## config.mk

```make
export PLATFORM = sky130hd
export DESIGN_NAME = port_wake_unit
export DESIGN_NICKNAME = d
export VERILOG_FILES = /design/src/rtl/pwu_pkg.sv /design/src/rtl/pwu_sync.sv /design/src/rtl/pwu_detect.sv /design/src/rtl/pwu_exit.sv /design/src/rtl/port_wake_unit.sv
export SDC_FILE = /design/constraint.sdc
export NUM_CORES = 1
export LEC_CHECK = 0
export CAP_MARGIN = 30
export CORE_ASPECT_RATIO = 1.5
export CORE_MARGIN = 10
export CORE_UTILIZATION = 41
export CTS_CLUSTER_SIZE = 12
export DETAILED_ROUTE_END_ITERATION = 12
export PLACE_DENSITY = 0.83
export REMOVE_ABC_BUFFERS = 1
export SYNTH_ARGS = -nofsm -noshare
export SYNTH_HDL_FRONTEND = slang
export SYNTH_SLANG_ARGS = --single-unit
```

## constraint.sdc

```tcl
create_clock -name clk -period 1.25 [get_ports clk]
set_input_delay 0.125 -clock clk [delete_from_list [all_inputs] [get_ports clk]]
set_output_delay 0.125 -clock clk [all_outputs]
set_load 0.02 [all_outputs]
```

## src/rtl/pwu_pkg.sv

```systemverilog
package pwu_pkg;
    localparam int unsigned PWU_PORT_W = 8;
    localparam int unsigned PWU_PC_W   = 10;
    localparam int unsigned PWU_SYNC_N = 2;
    localparam logic [PWU_PC_W-1:0] PWU_VECTOR = 10'h3FE;

    typedef enum logic {
        SEL_FOLLOW = 1'b0,
        SEL_VECTOR = 1'b1
    } pc_sel_e;
endpackage

```

## src/rtl/pwu_sync.sv

```systemverilog
module pwu_sync #(
    parameter int unsigned W      = 8,
    parameter int unsigned STAGES = 2
) (
    input  logic         clk,
    input  logic         rst_n,
    input  logic [W-1:0] d_i,
    output logic [W-1:0] q_o
);
    localparam int unsigned LAST = STAGES - 1;

    typedef struct packed {
        logic [STAGES-1:0][W-1:0] stg;
    } sync_t;

    sync_t s_d, s_q;

    always_comb begin
        s_d = s_q;
        s_d.stg[0] = d_i;
        for (int i = 1; i < STAGES; i++) begin
            s_d.stg[i] = s_q.stg[i-1];
        end
    end

    always_ff @(posedge clk or negedge rst_n) begin
        if (!rst_n) s_q <= '0;
        else        s_q <= s_d;
    end

    assign q_o = s_q.stg[LAST];
endmodule

```

## src/rtl/pwu_detect.sv

```systemverilog
module pwu_detect #(
    parameter int unsigned W = 8
) (
    input  logic         clk,
    input  logic         rst_n,
    input  logic [W-1:0] pin_s_i,
    input  logic         rd_i,
    input  logic         clr_i,
    output logic         armed_o,
    output logic         flag_o
);
    typedef struct packed {
        logic [W-1:0] snap;
        logic         armed;
        logic         flag;
    } det_t;

    det_t st_d, st_q;
    logic differ;

    always_comb begin
        st_d   = st_q;
        differ = st_q.armed && !rd_i && (pin_s_i != st_q.snap);
        if (rd_i) begin
            st_d.snap  = pin_s_i;
            st_d.armed = 1'b1;
        end
        if (clr_i)       st_d.flag = 1'b0;
        else if (differ) st_d.flag = 1'b1;
    end

    always_ff @(posedge clk or negedge rst_n) begin
        if (!rst_n) st_q <= '0;
        else        st_q <= st_d;
    end

    assign armed_o = st_q.armed;
    assign flag_o  = st_q.flag;
endmodule

```

## src/rtl/pwu_exit.sv

```systemverilog
module pwu_exit
    import pwu_pkg::*;
#(
    parameter int unsigned         PC_W   = 10,
    parameter logic [PC_W-1:0]     VECTOR = '1
) (
    input  logic            flag_i,
    input  logic            en_i,
    input  logic            gie_i,
    input  logic            sleep_i,
    input  logic [PC_W-1:0] pc_next_i,
    output logic            wake_o,
    output logic            irq_o,
    output pc_sel_e         sel_o,
    output logic [PC_W-1:0] next_pc_o
);
    logic live;

    always_comb begin
        live      = flag_i && en_i;
        wake_o    = live && sleep_i;
        irq_o     = live && gie_i;
        sel_o     = irq_o ? SEL_VECTOR : SEL_FOLLOW;
        next_pc_o = (sel_o == SEL_VECTOR) ? VECTOR : pc_next_i;
    end
endmodule

```

## src/rtl/port_wake_unit.sv

```systemverilog
module port_wake_unit
    import pwu_pkg::*;
#(
    parameter int unsigned     PORT_W = PWU_PORT_W,
    parameter int unsigned     PC_W   = PWU_PC_W,
    parameter int unsigned     SYNC_N = PWU_SYNC_N,
    parameter logic [PC_W-1:0] VECTOR = PWU_VECTOR
) (
    input  logic              clk,
    input  logic              rst_n,
    input  logic [PORT_W-1:0] pin_i,
    input  logic              port_rd_i,
    input  logic              flag_clr_i,
    input  logic              chg_en_i,
    input  logic              gie_i,
    input  logic              sleep_i,
    input  logic [PC_W-1:0]   pc_next_i,
    output logic              change_flag_o,
    output logic              wake_req_o,
    output logic              irq_req_o,
    output logic              pc_sel_o,
    output logic [PC_W-1:0]   next_pc_o
);
    logic [PORT_W-1:0] pin_s;
    logic              armed;
    pc_sel_e           sel;

    pwu_sync #(.W(PORT_W), .STAGES(SYNC_N)) u_sync (
        .clk   (clk),
        .rst_n (rst_n),
        .d_i   (pin_i),
        .q_o   (pin_s)
    );

    pwu_detect #(.W(PORT_W)) u_detect (
        .clk     (clk),
        .rst_n   (rst_n),
        .pin_s_i (pin_s),
        .rd_i    (port_rd_i),
        .clr_i   (flag_clr_i),
        .armed_o (armed),
        .flag_o  (change_flag_o)
    );

    pwu_exit #(.PC_W(PC_W), .VECTOR(VECTOR)) u_exit (
        .flag_i    (change_flag_o),
        .en_i      (chg_en_i),
        .gie_i     (gie_i),
        .sleep_i   (sleep_i),
        .pc_next_i (pc_next_i),
        .wake_o    (wake_req_o),
        .irq_o     (irq_req_o),
        .sel_o     (sel),
        .next_pc_o (next_pc_o)
    );

    assign pc_sel_o = (sel == SEL_VECTOR);
endmodule

```

# == Word-level counts from Yosys, hierarchy flattened ==
# Cells that the tools add are included.
# W data, S select, Z words.
# classes
eq_ne,1
mux,4
n_reduce_logical,7
# op_table
op,count
$mux W10,1
$ne A8 B8 Y1,1
$logic_and A1 B1 Y1,5
$mux W1,3
$reduce_bool A2 Y1,1
$logic_not A1 Y1,1
# word_totals
regBits,26
elab_cells,17

# == Depth between registers and ports, before layout ==
# Gate-level depths: netlist of run 1.
# depth
ltp_word,5
ltp_mapped,4

# == By module ==
# From an unflattened synthesis of run 1, not the netlist that was laid out.
# hier_totals
hier_cells,65
hier_area_um2,954.7
# by_module_without_submodules
mod,instances,cells_per_inst,area_per_inst_um2,seq_area_each_um2
pwu_detect,1,34,454.2,250.2
pwu_sync,1,16,400.4,400.4
pwu_exit,1,15,100.1,0.0

# == Worst setup path before layout of run 1 ==
# No wires, ideal clock.
# synth_timing
kind,reg-to-output
startpoint,register u_detect.st_q (netlist bit u_detect.flag_o)
endpoint,output pc_sel_o
arrival_time_ps,1085
required_time_ps,1125
setup_slack_ps,40
stages_incl_launch_ff,5
path_buffers,2
path_cell_list,dfrtp_1 -> nand3_1 -> buf_2 -> inv_1 -> buf_4
# synth_via
elab_chain_cells,3
# synth_rtl
element,line,source
"start, declared",pwu_detect.sv:18,"det_t st_d, st_q;"
"start signal, assigned",pwu_detect.sv:34,else st_q <= st_d;
$logic_and A1 B1 Y1,pwu_exit.sv:20,live = flag_i && en_i;
$logic_and A1 B1 Y1,pwu_exit.sv:22,irq_o = live && gie_i;
net irq_req_o,port_wake_unit.sv:20,"output logic irq_req_o,"
$mux W1,pwu_exit.sv:23,sel_o = irq_o ? SEL_VECTOR : SEL_FOLLOW;
"end, declared",port_wake_unit.sv:21,"output logic pc_sel_o,"
# The timed path passes the listed nets, and every way through them passes these cells.

# == Worst setup path in the final report of run 1 ==
# layout_timing
startpoint,register u_detect.st_q (netlist bit u_detect.flag_o)
endpoint,output next_pc_o[0]
# layout_via
elab_chain_cells,4
# layout_rtl
element,line,source
$logic_and A1 B1 Y1,pwu_exit.sv:20,
$logic_and A1 B1 Y1,pwu_exit.sv:22,
$mux W1,pwu_exit.sv:23,
$mux W10,pwu_exit.sv:24,next_pc_o = (sel_o == SEL_VECTOR) ? VECTOR : pc_next_i;
"end, declared",port_wake_unit.sv:22,output logic [PC_W-1:0] next_pc_o
# Every way passes these cells.

==> results of run 1 <==
flip-flops by register name, indices dropped and copies added, names as in the netlist:
name / flops
u_detect.armed_o: 1
u_detect.flag_o: 1
u_detect.st_q: 8
u_sync.q_o: 8
u_sync.s_d: 8
power by group through the flow:
stage	Sequential [W]	Clock (W)	Combinational [W]
finish	0.000928	0.000400	0.000312
global route	0.000937	0.000468	0.000334
CTS	0.000929	0.000419	0.000302
detailed placement	0.000945	0	0.000301
global placement	0.000939	0	0.000292
floorplan	0.000941	0	0.000118
worst max-delay path, delay by kind of cell, from the launching register on:
family | cells | cell delay, ns
buffers and inverters | 2 | 0.27
flip-flops | 1 | 0.39
AND/OR/NAND/NOR | 2 | 0.23
kinds of logic (layout without fill, tap and decap cells):
kind of cell,Yosys count,after routing,synth area share [%]
AOI/OAI and AO/OA,2,2,1.32
xor gates and xnor gates,8,8,7.37
buffers and inverters,5,49,3.29
DFF,26,26,68.4
muxes,8,8,9.47
and+or+nand+nor,16,16,10.1
layout make-up:
class / instances / share of cell area (%)
sequential: 26 / 45.3
timing repair buffer: 43 / 30.1
multi-input combinational: 34 / 19.6
clock buffer: 4 / 2.52
tap: 23 / 2.00
inverter: 2 / 0.522
per-layer routing:
layer | vias up | global-route usage (%) | part of all wire, %
met1 | 318 | 9.34 | 40
li1 | 297 | - | -
met3 | 4 | 3.82 | 11
met5 | - | 0 | 0
met4 | 0 | 4.15 | 1.1
met2 | 39 | 14.5 | 48
placed cells by master (no fill, tap or decap), drive strengths merged:
cell / count
inv: 2
clkbuf: 4
and3: 1
nand3: 1
o211ai: 1
mux2: 8
o21ai: 1
buf: 19
dfrtp: 26
nand4: 2
or2: 1
xnor2: 8
clkdlybuf4s50: 24
nand2b: 9
and2: 1
nor2: 1
worst max path at each step:
stage / startpoint / to / slack (ns) / cells after the start
after floorplan: u_detect.flag_o / irq_req_o / 0.06 / 2
final: u_detect.flag_o / next_pc_o[0] / -0.07 / 4
after CTS: u_detect.flag_o / next_pc_o[0] / -0.07 / 4
after global routing: u_detect.flag_o / next_pc_o[0] / -0.14 / 4
after detailed placement: chg_en_i / next_pc_o[6] / -0.42 / 5
after global placement: chg_en_i / next_pc_o[0] / -0.39 / 5
what timing repair did:
action,4_1_cts,5_1_grt
resized for setup,76,12
gates cloned,1,0
endpoints found under the setup margin,14,13
endpoints found under the hold margin,0,0
pin swaps,1,0
metrics by stage:
step | setup slack [ns] | hold slack (ns) | area (um^2) | utilization (%) | cells
after floorplan | 0.0570 | -0.171 | 927 | - | 62
after global placement | -0.393 | 0.332 | 1370 | 61.2 | 127
after detailed placement | -0.419 | 0.335 | 1370 | 61.2 | 127
after CTS | -0.0706 | 0.150 | 1400 | 62.8 | 132
after global routing | -0.144 | 0.144 | 1440 | 64.4 | 132
final | -0.0717 | 0.150 | 1440 | 64.4 | 132
==> summary.md, run 1 <==
| Metric | Value |
|---|---|
| Post-Syn Area | `951 um^2` |
| Worst path max stage delay | `0.39 ns` |
| Cells after synthesis | `65` |
| First-pass GRT wire length | `3240 um` |
| Final setup fails | `13` |
| Initial antenna violation count | `0` |
| Worst setup EP type | `primary output` |
| CP Class | `flop to primary output` |
| Fin nets | `135` |
| Dpl hpwl | `1680 um` |
| Wire length per cell | `15.4 um` |
| Distinct cell type count after synthesis | `17` |
| Slowest CP cell | `dfrtp_1` |
| Area leader, netlist | `dfrtp_1` |
| Final Hold Vio Count | `0` |
| Buffer count from post-CTS setup fixing | `0` |
| CP most frequent cell | `buf_6` |
| Fill cell count | `181` |
| CTS tree | `built` |
| Gr usage total | `8.85%` |
| Final worst path period share | `106%` |
| Fraction of registers with async set/reset | `100%` |
| MaxCap Viol Count | `0` |
| Worst flop-to-flop path startpoint | `u_detect.st_q[2]` |
| Die ar. | `0.00469 mm^2` |
| Tot Pwr | `0.00164 W` |
| Top-count cell post-synth | `dfrtp_1` |
| CP Max Fanout | `6` |
| Vias in the first global route | `701` |
| First-pass iteration count of the detailed router | `2` |
| Clock Sinks | `26` |
| Failing checks | `setup timing` |
| Starting DRT DRC Count | `6` |
| Avg Vias per Cell | `4.98` |
| RD Place Congestion | `0.749` |
| Syn. warnings | `0` |
| Initial core utilization | `42.6%` |
| Final wirelength | `2030 um` |
| RR Endpoint | `u_detect.flag_o` |
| Via count | `658` |
| Clock skew | `0.00681 ns` |
| Htree depth | `1` |
| Hold_buf cts | `0` |
| Syn avg cell area | `14.6 um^2` |
| Core area | `0.00223 mm^2` |
| Synth Flop Type | `dfrtp_1` |
| Final Max Slew Viols | `0` |
| Switch Pwr | `0.000376 W` |
| Register area | `651 um^2` |
| Multi-input gate area | `282 um^2` |
| Ports | `39` |
| Synth top area share | `68.4%` |
| Final Worst Setup Slack | `-0.0717 ns` |
| Die height | `79.0 um` |
| Clock share of power | `24.4%` |
| Layout cell share with drive strength beyond 1 | `30.3%` |
| Pin count of the biggest net entering global routing | `27` |
| Ranking of synthesized cells by area | `dfrtp_1 68%, xnor2_1 7.4%, mux2_2 5.9%` |
| Clk slew on worst S/H paths | `0.13 ns` |
| RSZ-0062 raised after global routing | `yes` |
| Die width | `59.3 um` |
| Worst-case reg-to-reg path depth | `4` |
| Worst Hold Class | `input port to asynchronous set/reset pin` |
| CTS Root Cell | `clkbuf_4` |
| DRC viols | `0` |
| Post-DRT Antenna Nets | `0` |
| # diodes | `0` |
| Number of synthesized flops with an enable pin | `0` |
| IO Port Bufs | `38` |
| Req. time, crit path | `1.12 ns` |
| Clock Latency Late Sink | `0.31 ns` |
| Worst VDD drop | `0.981 mV` |
| Crit path DAT | `1.20 ns` |
| Flops & latches, synth | `26` |
| Crit path cell chain | `nand3_2, buf_6, and2_4, buf_6` |
| Status | `complete, but fails checks` |
| CTS Buffer Depth | `2` |
| Worst slew pin tran | `0.313 ns` |
| FP Rows | `21` |
| Sw Ratio | `22.9%` |
| Max Clock Freq | `0.757 GHz` |
| Lkg Pwr | `0.631 nW` |
| Post-synth top cells | `26 x dfrtp_1, 9 x nand2b_1, 8 x xnor2_1` |
| Gate power share | `19.0%` |
| Reg2Reg Setup Slack | `0.17 ns` |
| Grt total ovfl | `0` |
| Slew margin rel. | `79.1%` |
| Area added between synthesis and finish | `51.2%` |
| Min Tclk post-route | `1.32 ns` |
| Sequential fraction of design power | `56.6%` |
| Worst Setup Start Kind | `flop` |
| Post-synthesis sequential area ratio | `68.4%` |
| Final setup TNS | `-0.434 ns` |
| Int Pwr | `0.00126 W` |
| PD cells | `1140 mW/mm^2` |
| CTS Buf Count | `3` |
Power figures use the tool's default switching activity.
==> run 2: changes to the inputs <==
--- a/config.mk
+++ b/config.mk
@@ -11,8 +11,10 @@
 export CORE_UTILIZATION = 41
 export CTS_CLUSTER_SIZE = 12
 export DETAILED_ROUTE_END_ITERATION = 12
+export GPL_ROUTABILITY_DRIVEN = 0
 export PLACE_DENSITY = 0.83
 export REMOVE_ABC_BUFFERS = 1
 export SYNTH_ARGS = -nofsm -noshare
 export SYNTH_HDL_FRONTEND = slang
 export SYNTH_SLANG_ARGS = --single-unit
+export TNS_END_PERCENT = 20
==> summary.md, run 2 (synthesized netlist as in run 1, its figures left out) <==
| Metric | Value |
|---|---|
| Status | `complete, but fails checks` |
| Failing checks | `setup timing` |
| RSZ-0062 raised after global routing | `yes` |
| Ports | `39 (unchanged)` |
| Htree depth | `1 (unchanged)` |
| Worst setup EP type | `primary output` |
| Worst VDD drop | `0.981 mV (about the same)` |
| Core area | `0.00223 mm^2 (unchanged)` |
| Tot Pwr | `0.00164 W (-0.21%)` |
| Slew margin rel. | `79.1% (about the same)` |
| FP Rows | `21 (unchanged)` |
| Crit path DAT | `1.18 ns (-0.02 ns)` |
| Wire length per cell | `15.2 um (-0.89%)` |
| Die width | `59.3 um (unchanged)` |
| Crit path cell chain | `nand3_2, buf_6, and2_4, buf_6` |
| Final core utilization | `64.0% (-0.34 points)` |
| Placed Area | `0.00137 mm^2 (unchanged)` |
| Grt total ovfl | `0 (unchanged)` |
| Commonest cells after routing, fill and taps aside | `26 x dfrtp_1, 24 x clkdlybuf4s50_1, 12 x buf_6` |
| Clock Latency Late Sink | `0.31 ns (about the same)` |
| Final Worst Setup Slack | `-0.0568 ns (+0.0149 ns)` |
| Worst slew pin tran | `0.313 ns (-0.000197 ns)` |
| Die height | `79.0 um (unchanged)` |
| Worst path max stage delay | `0.39 ns (about the same)` |
| Clk slew on worst S/H paths | `0.13 ns (about the same)` |
| Dpl hpwl | `1680 um (unchanged)` |
| CTS Root Cell | `clkbuf_4` |
| First-pass iteration count of the detailed router | `2 (unchanged)` |
| MaxCap Viol Count | `0 (unchanged)` |
| Initial core utilization | `42.6% (unchanged)` |
| Max Clock Freq | `0.765 GHz (+1.1%)` |
| Worst Setup Start Kind | `flop` |
| Clock Sinks | `26 (unchanged)` |
| Fin nets | `135 (unchanged)` |
| CP Class | `flop to primary output` |
| CP most frequent cell | `buf_6` |
| Layout cell share with drive strength beyond 1 | `29.4% (-0.92 points)` |
| Worst Hold Class | `input port to asynchronous set/reset pin` |
| Inst Count DP | `127 (unchanged)` |
| Gr usage total | `8.85% (unchanged)` |
| Min Tclk post-route | `1.31 ns (-0.0149 ns)` |
| Hold_buf cts | `0 (unchanged)` |
| Slowest CP cell | `dfrtp_1` |
| First-pass GRT wire length | `3230 um (-0.22%)` |
| Final setup fails | `13 (unchanged)` |
| Clock skew | `0.00705 ns (+0.000239 ns)` |
| Commonest non-fill, non-tap cell in the layout | `dfrtp_1` |
| Vias in the first global route | `699 (-0.29%)` |
| CP Max Fanout | `6 (unchanged)` |
| Initial antenna violation count | `0 (unchanged)` |
| Post-DRT Antenna Nets | `0 (unchanged)` |
| Starting DRT DRC Count | `8 (+2)` |
| Area added between synthesis and finish | `50.4%` |
| Avg Vias per Cell | `4.98 (unchanged)` |
| CTS Buffer Depth | `2 (unchanged)` |
| Fill cell count | `184 (+1.7%)` |
| DRC viols | `0 (unchanged)` |
| Final Cell Area | `0.00143 mm^2 (-0.52%)` |
| PD cells | `1140 mW/mm^2 (+0.31%)` |
| Final worst path period share | `105% (-1.2 points)` |
| # diodes | `0 (unchanged)` |
| Final Hold Vio Count | `0 (unchanged)` |
| Pin count of the biggest net entering global routing | `27 (unchanged)` |
| Via count | `658 (unchanged)` |
| Die ar. | `0.00469 mm^2 (unchanged)` |
| Final wirelength | `2010 um (-0.89%)` |
| IO Port Bufs | `38 (unchanged)` |
| Lkg Pwr | `0.632 nW (about the same)` |
| CTS tree | `built` |
| Final instance count without filler cells | `132 (unchanged)` |
| Req. time, crit path | `1.12 ns (about the same)` |
| Final Max Slew Viols | `0 (unchanged)` |
| Final setup TNS | `-0.319 ns (+0.115 ns)` |
| CTS Buf Count | `3 (unchanged)` |
==> run 2: cell counts in the layout (fill, tap and decap cells not counted) <==
Identical to the previous run, type by type.
==> run 2: final cells by class <==
type                    count  area, um^2  area share (%)
flip-flops and latches     26         651            45.5
clock buffers               4        36.3            2.54
multi-input cells          34         282            19.7
inverters                   2        7.51           0.525
repair buffers             43         425            29.7
well taps                  23        28.8            2.01
==> run 2: power breakdown <==
part           total [W]  switching [W]  internal, W
clock           0.000399       0.000221     0.000178
sequential      0.000928      0.0000320     0.000896
combinational   0.000309       0.000121     0.000188
==> run 2: layer usage <==
| metal | track usage [%] | vias up | part of all wire, % |
|---|---|---|---|
| met2 | 14.5 | 39 | 48 |
| met5 | 0 | - | 0 |
| li1 | - | 297 | - |
| met3 | 3.66 | 4 | 10 |
| met1 | 9.44 | 318 | 41 |
| met4 | 4.15 | 0 | 1.1 |
==> run 2: worst max-delay path, delay by kind of cell (launching register included) <==
family	cells	cell delay [ns]
simple gates	2	0.22
flops	1	0.39
buf+inv	2	0.26
==> run 2: what timing repair did <==
action / in CTS / in global routing
endpoints found under the setup margin: 14 / 13
pin swaps: 1 / 0
gates cloned: 1 / 0
resized for setup: 74 / 11
buffers inserted: 0 / 0
==> run 2: path summary, 6_finish.rpt <==
path                                  start               end  slack, ns  depth (start not counted)
setup / recovery            u_detect.flag_o      next_pc_o[0]      -0.06                          4
hold / removal                        rst_n     u_sync.s_d[9]       0.15                          2
setup reg to reg           u_detect.st_q[2]   u_detect.flag_o       0.17                          4
hold reg to reg              u_sync.s_d[10]     u_sync.q_o[2]       0.36                          0
max in group asynchronous             rst_n  u_detect.st_q[9]       0.86                          2
min in group clk                   pin_i[0]     u_sync.s_d[8]       0.23                          1
==> run 2: through the flow <==
step	worst slack (ns)	hold slack, ns
3_3_place_gp	-0.393	0.332
3_5_place_dp	-0.419	0.335
4_1_cts	-0.0706	0.150
6_report	-0.0568	0.150
2_1_floorplan	0.0570	-0.171
5_1_grt	-0.139	0.144
==> run 3: changes to the inputs <==
--- a/config.mk
+++ b/config.mk
@@ -7,12 +7,11 @@
 export LEC_CHECK = 0
 export CAP_MARGIN = 30
 export CORE_ASPECT_RATIO = 1.5
-export CORE_MARGIN = 10
-export CORE_UTILIZATION = 41
+export CORE_UTILIZATION = 44
 export CTS_CLUSTER_SIZE = 12
 export DETAILED_ROUTE_END_ITERATION = 12
 export GPL_ROUTABILITY_DRIVEN = 0
-export PLACE_DENSITY = 0.83
+export PLACE_DENSITY = 0.88
 export REMOVE_ABC_BUFFERS = 1
 export SYNTH_ARGS = -nofsm -noshare
 export SYNTH_HDL_FRONTEND = slang
==> constraint.sdc (replaced) <==
create_clock -name clk -period 1.6 [get_ports clk]
set_input_delay 0.16 -clock clk [delete_from_list [all_inputs] [get_ports clk]]
set_output_delay 0.16 -clock clk [all_outputs]
set_load 0.02 [all_outputs]
==> summary.md, run 3 (synthesized netlist as in run 1, its figures left out) <==
| Metric | Value |
|---|---|
| Status | `completed` |
| CTS tree | `built` |
| CTS Buf Count | `3 (unchanged)` |
| Worst Setup Start Kind | `flop` |
| Final Hold Vio Count | `0 (unchanged)` |
| CTS Buffer Depth | `2 (unchanged)` |
| Initial core utilization | `46.9% (+4.3 points)` |
| CP Class | `flop to primary output` |
| Final Cell Area | `0.00138 mm^2 (-3.8%)` |
| First-pass GRT wire length | `2450 um (-24%)` |
| Fin nets | `133 (-1.5%)` |
| Htree depth | `1 (unchanged)` |
| Final instance count without filler cells | `129 (-2.3%)` |
| Min Tclk post-route | `1.49 ns` |
| Ports | `39 (unchanged)` |
| Commonest non-fill, non-tap cell in the layout | `dfrtp_1` |
| Grt total ovfl | `0 (unchanged)` |
| IO Port Bufs | `38 (unchanged)` |
| Fill cell count | `172 (-6.5%)` |
| Final wirelength | `1680 um (-16%)` |
| Max Clock Freq | `0.670 GHz` |
| Via count | `611 (-7.1%)` |
| Wire length per cell | `13.0 um (-14%)` |
| Lkg Pwr | `0.625 nW (-1.1%)` |
| Avg Vias per Cell | `4.74 (-5.0%)` |
| Crit path DAT | `1.33 ns (+0.15 ns)` |
| Placed Area | `0.00136 mm^2 (-0.64%)` |
| DRC viols | `0 (unchanged)` |
| Clock Sinks | `26 (unchanged)` |
| Core area | `0.00203 mm^2 (-9.2%)` |
| PD cells | `898 mW/mm^2 (-22%)` |
| RSZ-0062 raised after global routing | `no` |
| Final worst path period share | `93.2%` |
| Slew margin rel. | `70.8% (-8.3 points)` |
| Final Max Slew Viols | `0 (unchanged)` |
| CP Max Fanout | `11 (+5)` |
| Tot Pwr | `0.00124 W (-25%)` |
| Register area | `651 um^2 (unchanged)` |
| MaxCap Viol Count | `0 (unchanged)` |
| Clk slew on worst S/H paths | `0.12 ns (about the same)` |
| Worst slew pin tran | `0.436 ns (+0.123 ns)` |
| Pin count of the biggest net entering global routing | `27 (unchanged)` |
| Commonest cells after routing, fill and taps aside | `26 x dfrtp_1, 24 x clkdlybuf4s50_1, 12 x dlygate4sd2_1` |
| First-pass iteration count of the detailed router | `2 (unchanged)` |
| Worst VDD drop | `0.757 mV (-23%)` |
| Clock skew | `0.00154 ns (-0.00551 ns)` |
| Req. time, crit path | `1.44 ns (+0.32 ns)` |
| CTS Root Cell | `clkbuf_4` |
| Hold_buf cts | `0 (unchanged)` |
| Worst Hold Class | `input port to asynchronous set/reset pin` |
| Gr usage total | `16.0% (+7.2 points)` |
| Layout cell share with drive strength beyond 1 | `13.1% (-16 points)` |
| Die height | `58.9 um (-25%)` |
| Starting DRT DRC Count | `6 (-2)` |
| Post-DRT Antenna Nets | `0 (unchanged)` |
| Die ar. | `0.00235 mm^2 (-50%)` |
| Vias in the first global route | `654 (-6.4%)` |
| Die width | `40.0 um (-33%)` |
| Inst Count DP | `125 (-1.6%)` |
| Multi-input gate area | `269 um^2 (-4.4%)` |
| Worst setup EP type | `primary output` |
| Area added between synthesis and finish | `44.7%` |
| Buffer count from post-CTS setup fixing | `0 (unchanged)` |
| Initial antenna violation count | `0 (unchanged)` |
| Clock Latency Late Sink | `0.30 ns (about the same)` |
| FP Rows | `20 (-4.8%)` |
| # diodes | `0 (unchanged)` |
| Final setup fails | `0 (-13)` |
==> run 3: worst paths after layout <==
path                            slack, ns               to  cells past startpoint        startpoint
worst max-delay path                 0.11     next_pc_o[3]                      4   u_detect.flag_o
worst min-delay path                 0.20   u_sync.s_d[13]                      2             rst_n
worst max register to register       0.55  u_detect.flag_o                      4  u_detect.st_q[7]
worst min register to register       0.36    u_sync.q_o[1]                      0     u_sync.s_d[9]
max in group asynchronous            1.17   u_sync.s_d[12]                      2             rst_n
min in group clk                     0.28   u_sync.s_d[13]                      1          pin_i[5]
==> run 3: cell type report <==
| cell class | count | share of cell area [%] |
|---|---|---|
| timing repair buffer | 41 | 28.0 |
| multi-input combinational | 34 | 19.5 |
| sequential | 26 | 47.3 |
| tap | 22 | 2.00 |
| inverter | 2 | 0.545 |
| clock buffer | 4 | 2.64 |
==> run 3: metrics by stage <==
step           worst slack (ns)  utilization, %  setup TNS [ns]  hold WS (ns)
3_3_place_gp             -0.111            67.0           -1.12         0.331
5_1_grt                  0.0158            67.9               0         0.230
4_1_cts                  0.0330            68.0               0         0.200
2_1_floorplan             0.372               -               0        -0.136
3_5_place_dp             -0.128            67.0           -1.26         0.335
6_report                  0.108            67.9               0         0.199
==> run 3: worst max-delay path: stages, from the launching register on <==
cell and delay (ns):
dfrtp_1 0.40, nand3_1 0.07, buf_4 0.16, nand2b_1 0.08
dlygate4sd2_1 0.32
==> run 3: power breakdown <==
group,switching [W],internal (W),total (W)
sequential,0.0000235,0.000700,0.000723
combinational,0.0000884,0.000125,0.000213
clock,0.000160,0.000139,0.000299
==> run 3: timing repair <==
action,4_1_cts,5_1_grt
resized for setup,13,3
setup endpoints to repair,13,2
pin swaps,0,0
==> run 3: metal layers <==
| metal | global-route usage (%) | share of wire, % | vias up |
|---|---|---|---|
| met5 | 0 | 0 | - |
| met4 | 4.43 | 0 | 0 |
| met3 | 1.51 | 9.2 | 0 |
| met2 | 35.0 | 60 | 37 |
| met1 | 12.1 | 30 | 284 |
| li1 | - | - | 290 |
